$ cat src/rtl/cmd_sched_pkg.sv
// Shared types for the command slot scheduler.
package cmd_sched_pkg;
    // Walk controller states.
    typedef enum logic [1:0] {
        SCH_IDLE   = 2'd0,
        SCH_SCAN   = 2'd1,
        SCH_RESULT = 2'd2
    } sched_state_e;
endpackage

$ cat src/rtl/slot_picker.sv
// Finds the lowest pending slot whose index is at or above a floor index.
// Assumes NSLOT >= 2. A floor of NSLOT or above yields no candidate.
module slot_picker #(
    parameter int NSLOT = 32,
    parameter int PW    = 6,
    parameter int IW    = 5
) (
    input  logic [NSLOT-1:0] pend_vec,
    input  logic [PW-1:0]    floor_idx,
    output logic             found,
    output logic [IW-1:0]    pick_idx
);
    logic [NSLOT-1:0] eligible;

    // Mask off slots below the floor.
    for (genvar g = 0; g < NSLOT; g++) begin : g_elig
        localparam logic [PW-1:0] POS = PW'(g);
        assign eligible[g] = pend_vec[g] & (POS >= floor_idx);
    end

    // Priority encode, lowest index wins.
    always_comb begin
        found    = |eligible;
        pick_idx = '0;
        for (int i = NSLOT - 1; i >= 0; i--) begin
            if (eligible[i]) begin
                pick_idx = IW'(i);
            end
        end
    end
endmodule

$ cat src/rtl/issue_vector.sv
// Holds the pending-slot vector: clears apply to the old contents, then
// host bits are ORed in, so a bit written in a clearing cycle survives.
module issue_vector #(
    parameter int NSLOT = 32
) (
    input  logic             clk,
    input  logic             rst_n,
    input  logic             set_en,
    input  logic [NSLOT-1:0] set_bits,
    input  logic [NSLOT-1:0] clr_bits,
    output logic [NSLOT-1:0] vec_q
);
    // Merge host bits and retire finished slots.
    always_ff @(posedge clk) begin
        if (!rst_n) begin
            vec_q <= '0;
        end else begin
            vec_q <= (vec_q & ~clr_bits) | (set_en ? set_bits : '0);
        end
    end
endmodule

$ cat src/rtl/busy_tracker.sv
// Keeps the record of the slot left running on the engine (valid + index)
// and decides when a completion event retires it.
// Assumes capture and retire are never requested in the same cycle.
module busy_tracker #(
    parameter int IW = 5
) (
    input  logic          clk,
    input  logic          rst_n,
    input  logic          port_rst,
    input  logic          capture_en,
    input  logic [IW-1:0] capture_idx,
    input  logic          done_evt,
    input  logic          eng_busy,
    output logic          rec_vld,
    output logic [IW-1:0] rec_idx,
    output logic          retire
);
    // A completion retires the record only once the engine is idle.
    assign retire = done_evt & rec_vld & ~eng_busy;

    // Record update; port reset wins over everything else.
    always_ff @(posedge clk) begin
        if (!rst_n) begin
            rec_vld <= 1'b0;
            rec_idx <= '0;
        end else if (port_rst) begin
            rec_vld <= 1'b0;
        end else if (capture_en) begin
            rec_vld <= 1'b1;
            rec_idx <= capture_idx;
        end else if (retire) begin
            rec_vld <= 1'b0;
        end
    end
endmodule

$ cat src/rtl/cmd_slot_sched.sv
// Command slot scheduler: walks the pending vector upward from slot 0 and
// dispatches one slot at a time to a single engine. The engine reports its
// result through eng_busy_i in the cycle after a dispatch strobe.
// Assumes the engine raises eng_busy_i in that cycle for any command it
// has not finished, and holds it until it signals completion.
module cmd_slot_sched #(
    parameter int NSLOT = 32
) (
    input  logic                     clk,
    input  logic                     rst_n,
    input  logic                     start_en_i,
    input  logic                     issue_wr_en_i,
    input  logic [NSLOT-1:0]         issue_wr_data_i,
    input  logic                     eng_busy_i,
    input  logic                     eng_done_i,
    input  logic                     port_rst_i,
    output logic                     dispatch_o,
    output logic [$clog2(NSLOT)-1:0] dispatch_slot_o,
    output logic [NSLOT-1:0]         issue_o,
    output logic                     busy_vld_o,
    output logic [$clog2(NSLOT)-1:0] busy_slot_o
);
    import cmd_sched_pkg::*;

    localparam int IW = $clog2(NSLOT);
    localparam int PW = $clog2(NSLOT + 1);
    localparam logic [NSLOT-1:0] ONE_HOT0 = NSLOT'(1);

    sched_state_e     st_q, st_n;
    logic [PW-1:0]    ptr_q, ptr_n;
    logic [IW-1:0]    cur_q, cur_n;
    logic             pend_q, pend_n;
    logic             start_q;
    logic             pick_found;
    logic [IW-1:0]    pick_idx;
    logic             rec_vld;
    logic [IW-1:0]    rec_idx;
    logic             retire;
    logic             trig;
    logic             go;
    logic             result_busy;
    logic             result_done;
    logic [NSLOT-1:0] clr_bits;
    logic [NSLOT-1:0] issue_q;

    // Events that request a walk.
    assign trig = issue_wr_en_i | eng_done_i | (start_en_i & ~start_q);

    // Dispatch only from a walk, when enabled, idle and with nothing held.
    assign go = (st_q == SCH_SCAN) & start_en_i & pick_found & ~eng_busy_i & ~rec_vld;

    // Engine verdict in the cycle after a dispatch.
    assign result_busy = (st_q == SCH_RESULT) & eng_busy_i;
    assign result_done = (st_q == SCH_RESULT) & ~eng_busy_i;

    // Bits to drop: a synchronously finished slot and a retired busy slot.
    assign clr_bits = (result_done ? (ONE_HOT0 << cur_q) : '0)
                    | (retire ? (ONE_HOT0 << rec_idx) : '0);

    slot_picker #(.NSLOT(NSLOT), .PW(PW), .IW(IW)) picker_i (
        .pend_vec  (issue_q),
        .floor_idx (ptr_q),
        .found     (pick_found),
        .pick_idx  (pick_idx)
    );

    issue_vector #(.NSLOT(NSLOT)) issue_i (
        .clk      (clk),
        .rst_n    (rst_n),
        .set_en   (issue_wr_en_i),
        .set_bits (issue_wr_data_i),
        .clr_bits (clr_bits),
        .vec_q    (issue_q)
    );

    busy_tracker #(.IW(IW)) tracker_i (
        .clk         (clk),
        .rst_n       (rst_n),
        .port_rst    (port_rst_i),
        .capture_en  (result_busy),
        .capture_idx (cur_q),
        .done_evt    (eng_done_i),
        .eng_busy    (eng_busy_i),
        .rec_vld     (rec_vld),
        .rec_idx     (rec_idx),
        .retire      (retire)
    );

    // Walk controller next-state logic.
    always_comb begin
        st_n   = st_q;
        ptr_n  = ptr_q;
        cur_n  = cur_q;
        pend_n = pend_q;
        if (port_rst_i) begin
            st_n   = SCH_IDLE;
            ptr_n  = '0;
            pend_n = 1'b0;
        end else begin
            unique case (st_q)
                SCH_IDLE: begin
                    if (trig) begin
                        st_n   = SCH_SCAN;
                        ptr_n  = '0;
                        pend_n = 1'b0;
                    end
                end
                SCH_SCAN: begin
                    if (go) begin
                        st_n   = SCH_RESULT;
                        cur_n  = pick_idx;
                        ptr_n  = PW'(pick_idx) + PW'(1);
                        pend_n = pend_q | trig;
                    end else if (pend_q | trig) begin
                        st_n   = SCH_SCAN;
                        ptr_n  = '0;
                        pend_n = 1'b0;
                    end else begin
                        st_n   = SCH_IDLE;
                    end
                end
                SCH_RESULT: begin
                    st_n   = SCH_SCAN;
                    pend_n = pend_q | trig;
                end
                default: begin
                    st_n   = SCH_IDLE;
                end
            endcase
        end
    end

    // Walk controller registers.
    always_ff @(posedge clk) begin
        if (!rst_n) begin
            st_q    <= SCH_IDLE;
            ptr_q   <= '0;
            cur_q   <= '0;
            pend_q  <= 1'b0;
            start_q <= 1'b0;
        end else begin
            st_q    <= st_n;
            ptr_q   <= ptr_n;
            cur_q   <= cur_n;
            pend_q  <= pend_n;
            start_q <= start_en_i;
        end
    end

    assign dispatch_o      = go;
    assign dispatch_slot_o = pick_idx;
    assign issue_o         = issue_q;
    assign busy_vld_o      = rec_vld;
    assign busy_slot_o     = rec_idx;
endmodule

$ cat config.mk
export PLATFORM = sky130hd
export DESIGN_NAME = cmd_slot_sched
export DESIGN_NICKNAME = d
export VERILOG_FILES = /design/src/rtl/cmd_sched_pkg.sv /design/src/rtl/slot_picker.sv /design/src/rtl/issue_vector.sv /design/src/rtl/busy_tracker.sv /design/src/rtl/cmd_slot_sched.sv
export SDC_FILE = /design/constraint.sdc
export NUM_CORES = 1
export LEC_CHECK = 0
export CELL_PAD_IN_SITES_DETAIL_PLACEMENT = 1
export CELL_PAD_IN_SITES_GLOBAL_PLACEMENT = 2
export CORE_MARGIN = 5
export CORE_UTILIZATION = 39
export CTS_CLUSTER_SIZE = 30
export DETAILED_ROUTE_END_ITERATION = 8
export DONT_BUFFER_PORTS = 1
export PLACE_DENSITY = 0.85
export SLEW_MARGIN = 40
export SYNTH_ARGS = -nofsm -noshare
export SYNTH_HDL_FRONTEND = slang
export SYNTH_HIERARCHICAL = 1
export SYNTH_SLANG_ARGS = --single-unit
$ cat constraint.sdc
create_clock -name clk -period 4.2 [get_ports clk]
set_input_delay 1.05 -clock clk [delete_from_list [all_inputs] [get_ports clk]]
set_output_delay 1.05 -clock clk [all_outputs]
set_load 0.01 [all_outputs]
Yosys cells after proc, flatten, opt, wreduce, memory -nomap -nowiden --
Cells that the tools add are included.
Storage, ports and cells: output and inout bits 44, register bits 53, word-level logic and storage cells 159, input port bits 39
Cells by class: equality and inequality tests 4, magnitude comparators 32, add/subtract/negate cells 1, multiplexer cells 49, bitwise operators 53, reductions and logical operators 10, shift-type cells 2
Operator list (number):
- 5-bit 2-to-1 mux | 32
- 5-bit by 6-bit greater-or-equal comparator with 1-bit output (first input constant) | 16
- 32-bit 2-to-1 mux | 3
- 32-bit OR | 2
- 1-bit by 5-bit left shift with 32-bit output (first input constant) | 2
- 4-bit by 6-bit greater-or-equal comparator with 1-bit output (first input constant) | 8
- 1-bit bitwise AND | 41
- 32-bit bitwise AND | 1
- 32-bit inverter | 1
- 32-bit OR reduction | 1
- 3-bit by 6-bit greater-or-equal comparator with 1-bit output (first input constant) | 4
- 6-bit 2-to-1 mux | 3
- 1-bit by 6-bit greater-or-equal comparator with 1-bit output (first input constant) | 2
- 2-bit by 6-bit greater-or-equal comparator with 1-bit output (first input constant) | 2
- 6-bit one-hot mux with 2 select lines | 1
- 3-bit AND reduction | 3
- 5-bit by 1-bit adder with 6-bit output (second input constant) | 1
- 1-bit 2-to-1 mux | 6
- 2-bit one-hot mux with 3 select lines | 1
- 1-bit inverter | 5
- 2-bit 2-to-1 mux | 2
- 2-bit nonzero test | 2
- 3-bit by 2-bit inequality test with 1-bit output (second input constant) | 1
- 1-bit OR | 3
- 8 further kinds | 8

Longest topological paths before layout --
Gate-level depths: netlist of run 1.
word-level depth 37, gate-level depth with buffers 13, gate-level depth less buffers 11

Hierarchy --
Netlist of run 1, hierarchy kept.
Modules (own cells, without submodules):
- issue_vector | instances 1, cells each 134, area each 1272.5 sq um
- cmd_slot_sched | instances 1, cells each 156, area each 1226.2 sq um
- slot_picker | instances 1, cells each 178, area each 1044.8 sq um
- busy_tracker | instances 1, cells each 29, area each 265.3 sq um

Worst setup path after synthesis of run 1 --
Ideal clock, no wire load.
path type register to output, from register ptr_q[0], to output dispatch_o, path buffers 0, cell stages (with the launch flop) 10, data arrival time 2.000 ns, path slack 1.150 ns, cell sequence dfxtp_1 -> inv_1 -> maj3_2 -> o32a_1 -> o31a_1 -> nor4b_2 -> nand4_1 -> nand3_1 -> or3_4 -> inv_1
On the way: longest elaborated chain between the ends 6, elaborated cells between the ends (all ways) 68, those cells by class order compare: 32; bitwise: 35; reduce/logical: 1
RTL lines:
- from (decl) | line cmd_slot_sched.sv:30 | logic [PW-1:0] ptr_q, ptr_n;
- from (signal assigned) | line cmd_slot_sched.sv:143 | ptr_q <= ptr_n;
- 1-bit by 6-bit greater-or-equal comparator with 1-bit output (tied with other cells) | line slot_picker.sv:18 | assign eligible[g] = pend_vec[g] & (POS >= floor_idx);
- 1-bit bitwise AND | line slot_picker.sv:18
- 32-bit OR reduction (*) | line slot_picker.sv:23 | found = |eligible;
- named net pick_found | line cmd_slot_sched.sv:34 | logic pick_found;
- 1-bit bitwise AND (*) (3 in a row) | line cmd_slot_sched.sv:50 | assign go = (st_q == SCH_SCAN) & start_en_i & pick_found & ~eng_busy_i & ~rec_vld;
- to (decl) | line cmd_slot_sched.sv:17 | output logic dispatch_o,
The timed path passes the listed nets; every way through them passes the cells marked *.

Final worst setup path of run 1 --
from register ptr_q[4], to output dispatch_o
The elaborated chain is that of the path after synthesis.

==> reports/qor.txt, run 1 <==
Top FF cell, synth: dfxtp_1
worst min-delay path class: reg -> reg
clk slew on worst S/H paths: 0.10 ns
Final nets: 532
# IOs: 83
sw frac: 32.7%
R2R setup slack: 0.95 ns
area share of the largest cell type after synthesis: 27.9%
sequential share of power: 53.2%
crit path time final: 4.00 ns
final wirelength: 14200 um
DR vias/cell: 6.21
die width: 109 um
DRC Markers: 0
core area: 9640 um2
CTS tree: yes
die area: 11800 um2
synth cell count leaders: nand2_1, dfxtp_1, nand2b_1
number of library cell types mapped by synthesis: 65
RSZ-0062 raised after global routing: false
combinational share of power: 19.2%
Slew Limit Fails: 0
Antenna Violating Nets Remaining: 0
final hold slack: 0.500 ns
Async SR Flop Fraction: 0%
proportion of synthesized area in mux cells: 4.47%
area delta synth->final: 4.37%
synth top area cells: dfxtp_1, nand2b_1, nand2_1, o22ai_1, a21boi_1
final worst path period share: 95.3%
Overall Global Routing Usage: 24.4%
relative slew slack: 53.5%
sum of negative setup slack: 0 ns
final setup vio count: 0
clk_lat worst skew: 0.33 ns
WL/cell: 22.9 um
VDD IR max: 0.000124 V
Post-Synth Simple-Gate Area: 30.3%
compound-cell area share of the yosys netlist: 28.8%
CP required: 3.15 ns
Synth Area per Inst: 7.66 um2
syn nets: 542
share of layout cells above drive strength 1: 7.38%
First DRT Iteration DRCs: 176
die height: 109 um
PnR worst setup slack: 0.198 ns
Max-cap violations: 0
cell-internal power: 0.000733 W
Post-synth EDFFs: 0
switching power: 0.000355 W
Hold Vio Cnt, Final: 0
Seq/Total Area, Yosys: 27.9%
fin cells: 621
most common cell in the synthesized netlist: nand2_1
Hold-fix buffers, CTS: 0
#FFs+latches synth: 53
clock power share: 27.6%
Worst setup EP type: output pin
starting density of the core: 39.5%
Slew @ Worst Pin: 0.697 ns
Post-CTS Resized: 0
Crit Path Max Fanout: 12
post-CTS setup buffer count: 0
cells after synthesis: 497
gp weighted congestion: 0.962
Synth Area in XOR/XNOR: 0.690%
Setup CP Type: reg -> out
CTS Buf Count: 5
Clock Sinks: 53
deepest clock path buffer count: 2
leading area contributor after synthesis: dfxtp_1
DP HPWL: 11300 um
Arr. time, crit path: 2.95 ns
largest net degree at the start of global routing: 52
Yosys warnings: 6
initial antenna violation count: 0
Fmax: 0.250 GHz
vias in the first global route: 3846
Lkg Pwr: 1.38 nW
drt first pass iters: 4
largest family of logic cells by synthesized area: simple AND/OR/NAND/NOR gates
synthesized area: 3810 um2
Setup Slack @ Placement: 0.613 ns
grt total ovfl: 0
num rows: 36
placed instance count: 613
Clock Tree Root: clkbuf_8
global-route wire length before repair: 22100 um
status: finished, final reports clean
worst setup skew after layout: 0.0109 ns
Pwr Total: 0.00109 W
port bufs: 0
Pwr Density: 274 nW/um2
adder-cell share of the synthesized area: 2.53%
DR vias: 3859
nature of the critical path startpoint: register
diode count: 0
number of H-tree levels: 2
[final timing paths]
| path | startpoint | endpoint | cells past startpoint |
|---|---|---|---|
| worst max-delay path | ptr_q[4] | dispatch_o | 9 |
| worst min-delay path | pend_q | pend_q | 2 |
| worst min register to register | pend_q | pend_q | 2 |
| worst max register to register | ptr_q[4] | ptr_q[5] | 10 |
[per-layer routing]
| metal | share of wire (%) | wire length, um | vias to the layer above | GRT usage (%) |
|---|---|---|---|---|
| li1 | - | - | 1787 | - |
| met5 | 0 | 0 | - | 0 |
| met1 | 44 | 6240 | 1926 | 32.2 |
| met2 | 49 | 6930 | 126 | 41.2 |
| met4 | 1.6 | 230 | 0 | 6.94 |
| met3 | 5.7 | 814 | 20 | 3.91 |
[layout make-up]
type                            instances  area [um2]
Clock inverter                          1        7.51
Multi-Input combinational cell        404        2540
Fill cell                            1224        5660
Tap cell                              133         166
Inverter                               14        52.6
Sequential cell                        53        1060
Timing Repair Buffer                    9        67.6
Clock buffer                            7        76.3
[worst max-delay path: stages (launching register included)]
cell	delay (ns)
dfxtp_1	0.66
nand2_1	0.29
o211a_1	0.30
and4bb_2	0.30
inv_1	0.07
nor4b_2	0.33
nand4_1	0.19
nand3_1	0.15
or3_4	0.16
inv_1	0.16
[layout by cell type, fill, tap and decap left out, types with 3 or more instances in the layout]
cell type and n:
clkbuf_8 5, o22ai_1 34, a21boi_2 6, mux2i_1 17, nand2b_1 46, nand2_1 75, o21a_1 4, or3_1 3
o211ai_1 3, or2_2 3, o2111ai_1 3, buf_4 9, nor3_1 5, a21boi_1 24, ha_1 6, nand4b_1 3
o31ai_1 4, nand4_1 3, inv_1 13, a211oi_1 5, nor3b_1 3, nor2b_1 10, a31oi_1 5, o211a_1 3
dfxtp_1 53, nand3_1 15, a22oi_1 3, and2_1 5, nor2_1 24, nand3b_1 5, o21ai_0 27, a21oi_1 16
[cell families (layout without fill, tap and decap cells)]
group           Yosys count  count (layout)
mux                      17              17
flops                    53              53
compound gates          159             159
fa+ha+maj                 8               8
buf+inv                  40              31
xor+xnor                  3               3
simple gates            217             217
[through the flow]
stage / util [%] / cell area [um2]
finish: 41.2 / 3980
global route: 41.2 / 3980
CTS: 41.2 / 3980
detailed placement: 40.4 / 3890
global placement: 40.4 / 3890
floorplan: - / 3810
[power by group through the flow]
stage          logic (W)  registers, W  clock network (W)
3_3_place_gp    0.000202      0.000590                  0
2_1_floorplan   0.000164      0.000567                  0
6_report        0.000209      0.000579           0.000300
3_5_place_dp    0.000206      0.000591                  0
5_1_grt         0.000231      0.000582           0.000324
4_1_cts         0.000208      0.000579           0.000310
[registers in the layout, summed over array words and instances, names as in the netlist]
register,cells
tracker_i/rec_vld,1
issue_i/vec_q,32
cur_q,5
ptr_q,6
tracker_i/rec_idx,5
pend_q,1
start_q,1
st_q,2
(Power assumes the default switching activity.)
==> run 2, diff against run 1 <==
- PLACE_DENSITY: 0.85 -> 0.95
==> reports/qor.txt, run 2 (synthesis gave the netlist of run 1 again) <==
sum of negative setup slack: 0 ns
cells along the critical path: nand2_1 > o211a_1 > and4bb_2 > inv_1 > nor4b_2 > nand4_1 > nand3_1 > or3_4 > inv_1
Pwr Density: 291 nW/um2
VDD IR max: 0.000151 V
Crit Path Max Fanout: 18
post-CTS setup buffer count: 0
number of H-tree levels: 2
Final nets: 530
# IOs: 83
DRC Markers: 0
CP required: 3.15 ns
starting density of the core: 39.5%
RSZ-0062 raised after global routing: false
Worst path slowest cell: dfxtp_1
largest net degree at the start of global routing: 52
Arr. time, crit path: 2.94 ns
area delta synth->final: 4.83%
worst min-delay path class: reg -> reg
Clock Sinks: 53
drt first pass iters: 7
Top reg by flops: issue_i/vec_q
final hold slack: 0.524 ns
num rows: 36
final worst path period share: 94.9%
Worst setup EP type: output pin
nature of the critical path startpoint: register
Fmax: 0.251 GHz
diode count: 0
core area: 9640 um2
CP max stage delay: 0.70 ns
final setup vio count: 0
commonest cells after routing, fill and taps aside: nand2_1, dfxtp_1, nand2b_1
worst setup skew after layout: 0.0152 ns
DR vias: 3848
status: finished, final reports clean
deepest clock path buffer count: 2
Max-cap violations: 0
DR vias/cell: 6.22
Lkg Pwr: 1.40 nW
clk slew on worst S/H paths: 0.12 ns
DP HPWL: 11300 um
CTS tree: yes
Slew Limit Fails: 0
Antenna Violating Nets Remaining: 0
cell repeated most along the worst path: inv_1
Hold Vio Cnt, Final: 0
crit path time final: 3.99 ns
global-route wire length before repair: 22100 um
Overall Global Routing Usage: 24.2%
gp weighted congestion: 0.944
CTS Buf Count: 5
die width: 109 um
clk_lat worst skew: 0.32 ns
final wirelength: 14200 um
leading cell type in the layout, fill and taps excluded: nand2_1
WL/cell: 23.0 um
initial antenna violation count: 0
Clock Tree Root: clkbuf_8
biggest regs: issue_i/vec_q (32), ptr_q (6)
Post-CTS Resized: 0
relative slew slack: 58.6%
port bufs: 0
First DRT Iteration DRCs: 259
vias in the first global route: 3920
Hold-fix buffers, CTS: 0
die height: 109 um
die area: 11800 um2
max reg flops: 32
share of layout cells above drive strength 1: 7.41%
Slew @ Worst Pin: 0.619 ns
Setup CP Type: reg -> out
grt total ovfl: 0
## run 2: cell types whose count changed in the layout (fill, tap and decap cells not counted), sizes merged
cell	before	now
clkbuf	7	5
bufinv	0	1
inv	14	16
clkinvlp	1	0
buf	9	7
## run 2: routing by layer
metal | share of wire [%] | global-route usage (%) | up-vias
met4 | 3.8 | 9.92 | 0
met5 | 0 | 0 | -
met2 | 46 | 39.5 | 161
met3 | 8.1 | 5.92 | 41
met1 | 42 | 30.6 | 1859
li1 | - | - | 1787
## run 2: path summary, 6_finish.rpt
| check | start | to | slack, ns | cells past startpoint |
|---|---|---|---|---|
| worst max register to register | ptr_q[1] | ptr_q[4] | 0.87 | 13 |
| worst min register to register | pend_q | pend_q | 0.52 | 2 |
| worst max-delay path | ptr_q[3] | dispatch_o | 0.21 | 9 |
| worst min-delay path | pend_q | pend_q | 0.52 | 2 |
## run 2: area by class of cell
| class | instances | area [um2] |
|---|---|---|
| Sequential cell | 53 | 1060 |
| Multi-Input combinational cell | 404 | 2540 |
| Tap cell | 133 | 166 |
| Clock buffer | 5 | 68.8 |
| Timing Repair Buffer | 7 | 52.6 |
| Clock inverter | 3 | 47.5 |
| Fill cell | 1232 | 5650 |
| Inverter | 14 | 52.6 |
## run 2: critical path, delay by kind of cell, from the launching register on
kind | cells | cell delay, ns
buf+inv | 2 | 0.21
compound gates | 1 | 0.31
simple gates | 6 | 1.39
flops | 1 | 0.70
## run 2: power by group
part	total, W	internal [W]	leakage [nW]	switching [W]
combinational	0.000209	0.0000893	0.901	0.000120
sequential	0.000577	0.000525	0.435	0.0000514
clock	0.000375	0.000182	0.0591	0.000193
## run 2: through the flow
step	power, W	util, %	cell area, um2	instances	setup WS [ns]
3_5_place_dp	0.000795	40.2	3880	611	0.651
4_1_cts	0.00117	41.4	3990	619	0.285
3_3_place_gp	0.000789	40.2	3880	611	0.623
2_1_floorplan	0.000731	-	3810	497	1.15
5_1_grt	0.00121	41.4	3990	619	0.0616
6_report	0.00116	41.4	3990	619	0.215
==> run 3, diff against run 2 <==
- CAP_MARGIN: default -> 0
- RECOVER_POWER: default -> 25
==> reports/qor.txt, run 3 (synthesis gave the netlist of run 1 again) <==
initial antenna violation count: 0
num rows: 36
VDD IR max: 0.000151 V
relative slew slack: 58.7%
clk slew on worst S/H paths: 0.12 ns
final wirelength: 14300 um
First DRT Iteration DRCs: 259
sum of negative setup slack: 0 ns
post-CTS setup buffer count: 0
Lkg Pwr: 1.39 nW
die height: 109 um
largest net degree at the start of global routing: 52
Slew Limit Fails: 0
die area: 11800 um2
worst min-delay path class: reg -> reg
Max-cap violations: 0
Clock Tree Root: clkbuf_8
number of H-tree levels: 2
Setup CP Type: reg -> out
Final nets: 530
Reg2Reg Capture Point: ptr_q[4]
sequential share of power: 49.7%
Hold-fix buffers, CTS: 0
drt first pass iters: 5
die width: 109 um
biggest regs: issue_i/vec_q (32), ptr_q (6)
commonest cells after routing, fill and taps aside: nand2_1, dfxtp_1, nand2b_1
Critical R2R Launch: ptr_q[1]
share of layout cells above drive strength 1: 7.20%
deepest clock path buffer count: 2
area delta synth->final: 4.63%
Crit Path Max Fanout: 18
DP HPWL: 11300 um
Worst setup EP type: output pin
Slew @ Worst Pin: 0.619 ns
DR vias/cell: 6.21
max reg flops: 32
cell-internal power: 0.000797 W
Hold Vio Cnt, Final: 0
combinational share of power: 18.0%
crit path time final: 3.99 ns
starting density of the core: 39.5%
DR vias: 3847
RSZ-0062 raised after global routing: false
R2R setup slack: 0.86 ns
Clock Sinks: 53
hold-critical path endpoint: pend_q
# IOs: 83
Top reg by flops: issue_i/vec_q
worst setup skew after layout: 0.0158 ns
CTS Buf Count: 5
DRC Markers: 0
port bufs: 0
diode count: 0
final worst path period share: 94.9%
Fmax: 0.251 GHz
global-route wire length before repair: 22100 um
clk_lat worst skew: 0.32 ns
sw frac: 31.4%
Arr. time, crit path: 2.94 ns
WL/cell: 23.0 um
grt total ovfl: 0
Util after Layout: 41.3%
final setup vio count: 0
Antenna Violating Nets Remaining: 0
status: finished, final reports clean
CTS tree: yes
Post-CTS Resized: 0
cells on worst reg2reg path: 13
Pwr Density: 291 nW/um2
vias in the first global route: 3920
clock power share: 32.3%
hold path depth: 2
leading cell type in the layout, fill and taps excluded: nand2_1
core area: 9640 um2
Overall Global Routing Usage: 24.2%
CP required: 3.15 ns
gp weighted congestion: 0.944
switching power: 0.000364 W
nature of the critical path startpoint: register
HP Start: pend_q
[run 3: cell counts in the layout (fill, tap and decap cells not counted)]
Identical to the previous run, type by type.
[run 3: power by group through the flow]
stage / sequential (W) / combinational, W / clock (W)
final: 0.000577 / 0.000209 / 0.000375
after global routing: 0.000580 / 0.000231 / 0.000402
after CTS: 0.000577 / 0.000208 / 0.000381
after detailed placement: 0.000588 / 0.000206 / 0
after global placement: 0.000588 / 0.000201 / 0
after floorplan: 0.000567 / 0.000164 / 0
[run 3: how the worst max path moves through the flow]
stage,cells after the start,slack (ns),endpoint,from
3_3_place_gp,8,0.62,dispatch_slot_o[0],ptr_q[1]
2_1_floorplan,9,1.15,dispatch_o,ptr_q[0]
4_1_cts,9,0.29,dispatch_o,ptr_q[3]
3_5_place_dp,9,0.65,dispatch_o,ptr_q[3]
6_report,9,0.21,dispatch_o,ptr_q[3]
5_1_grt,9,0.06,dispatch_o,ptr_q[3]
[run 3: metal layers]
layer	vias up	GRT usage, %	share of wire, %
met5	-	0	0
met2	153	39.5	47
met4	0	9.92	3.7
li1	1785	-	-
met3	36	5.92	7.7
met1	1873	30.6	42
[run 3: per-stage QoR]
step | cell area, um2 | power, W | setup WS (ns) | hold WS (ns) | cells
after floorplan | 3810 | 0.000731 | 1.15 | 0.435 | 497
after global placement | 3880 | 0.000789 | 0.623 | 0.468 | 611
after detailed placement | 3880 | 0.000795 | 0.651 | 0.496 | 611
after CTS | 3990 | 0.00117 | 0.285 | 0.515 | 619
after global routing | 3990 | 0.00121 | 0.0616 | 0.567 | 619
final | 3990 | 0.00116 | 0.213 | 0.524 | 619
[run 3: cell type report]
class | instances | area [um2]
Clock inverter | 3 | 47.5
Fill cell | 1232 | 5650
Inverter | 14 | 52.6
Multi-Input combinational cell | 404 | 2540
Sequential cell | 53 | 1060
Tap cell | 133 | 166
Timing Repair Buffer | 7 | 52.6
Clock buffer | 5 | 68.8
[run 3: worst max-delay path, stage by stage, from the launching register on]
cell	delay [ns]
dfxtp_1	0.70
nand2_1	0.31
o211a_1	0.31
and4bb_2	0.30
inv_1	0.06
nor4b_2	0.31
nand4_1	0.16
nand3_1	0.15
or3_4	0.16
inv_1	0.15
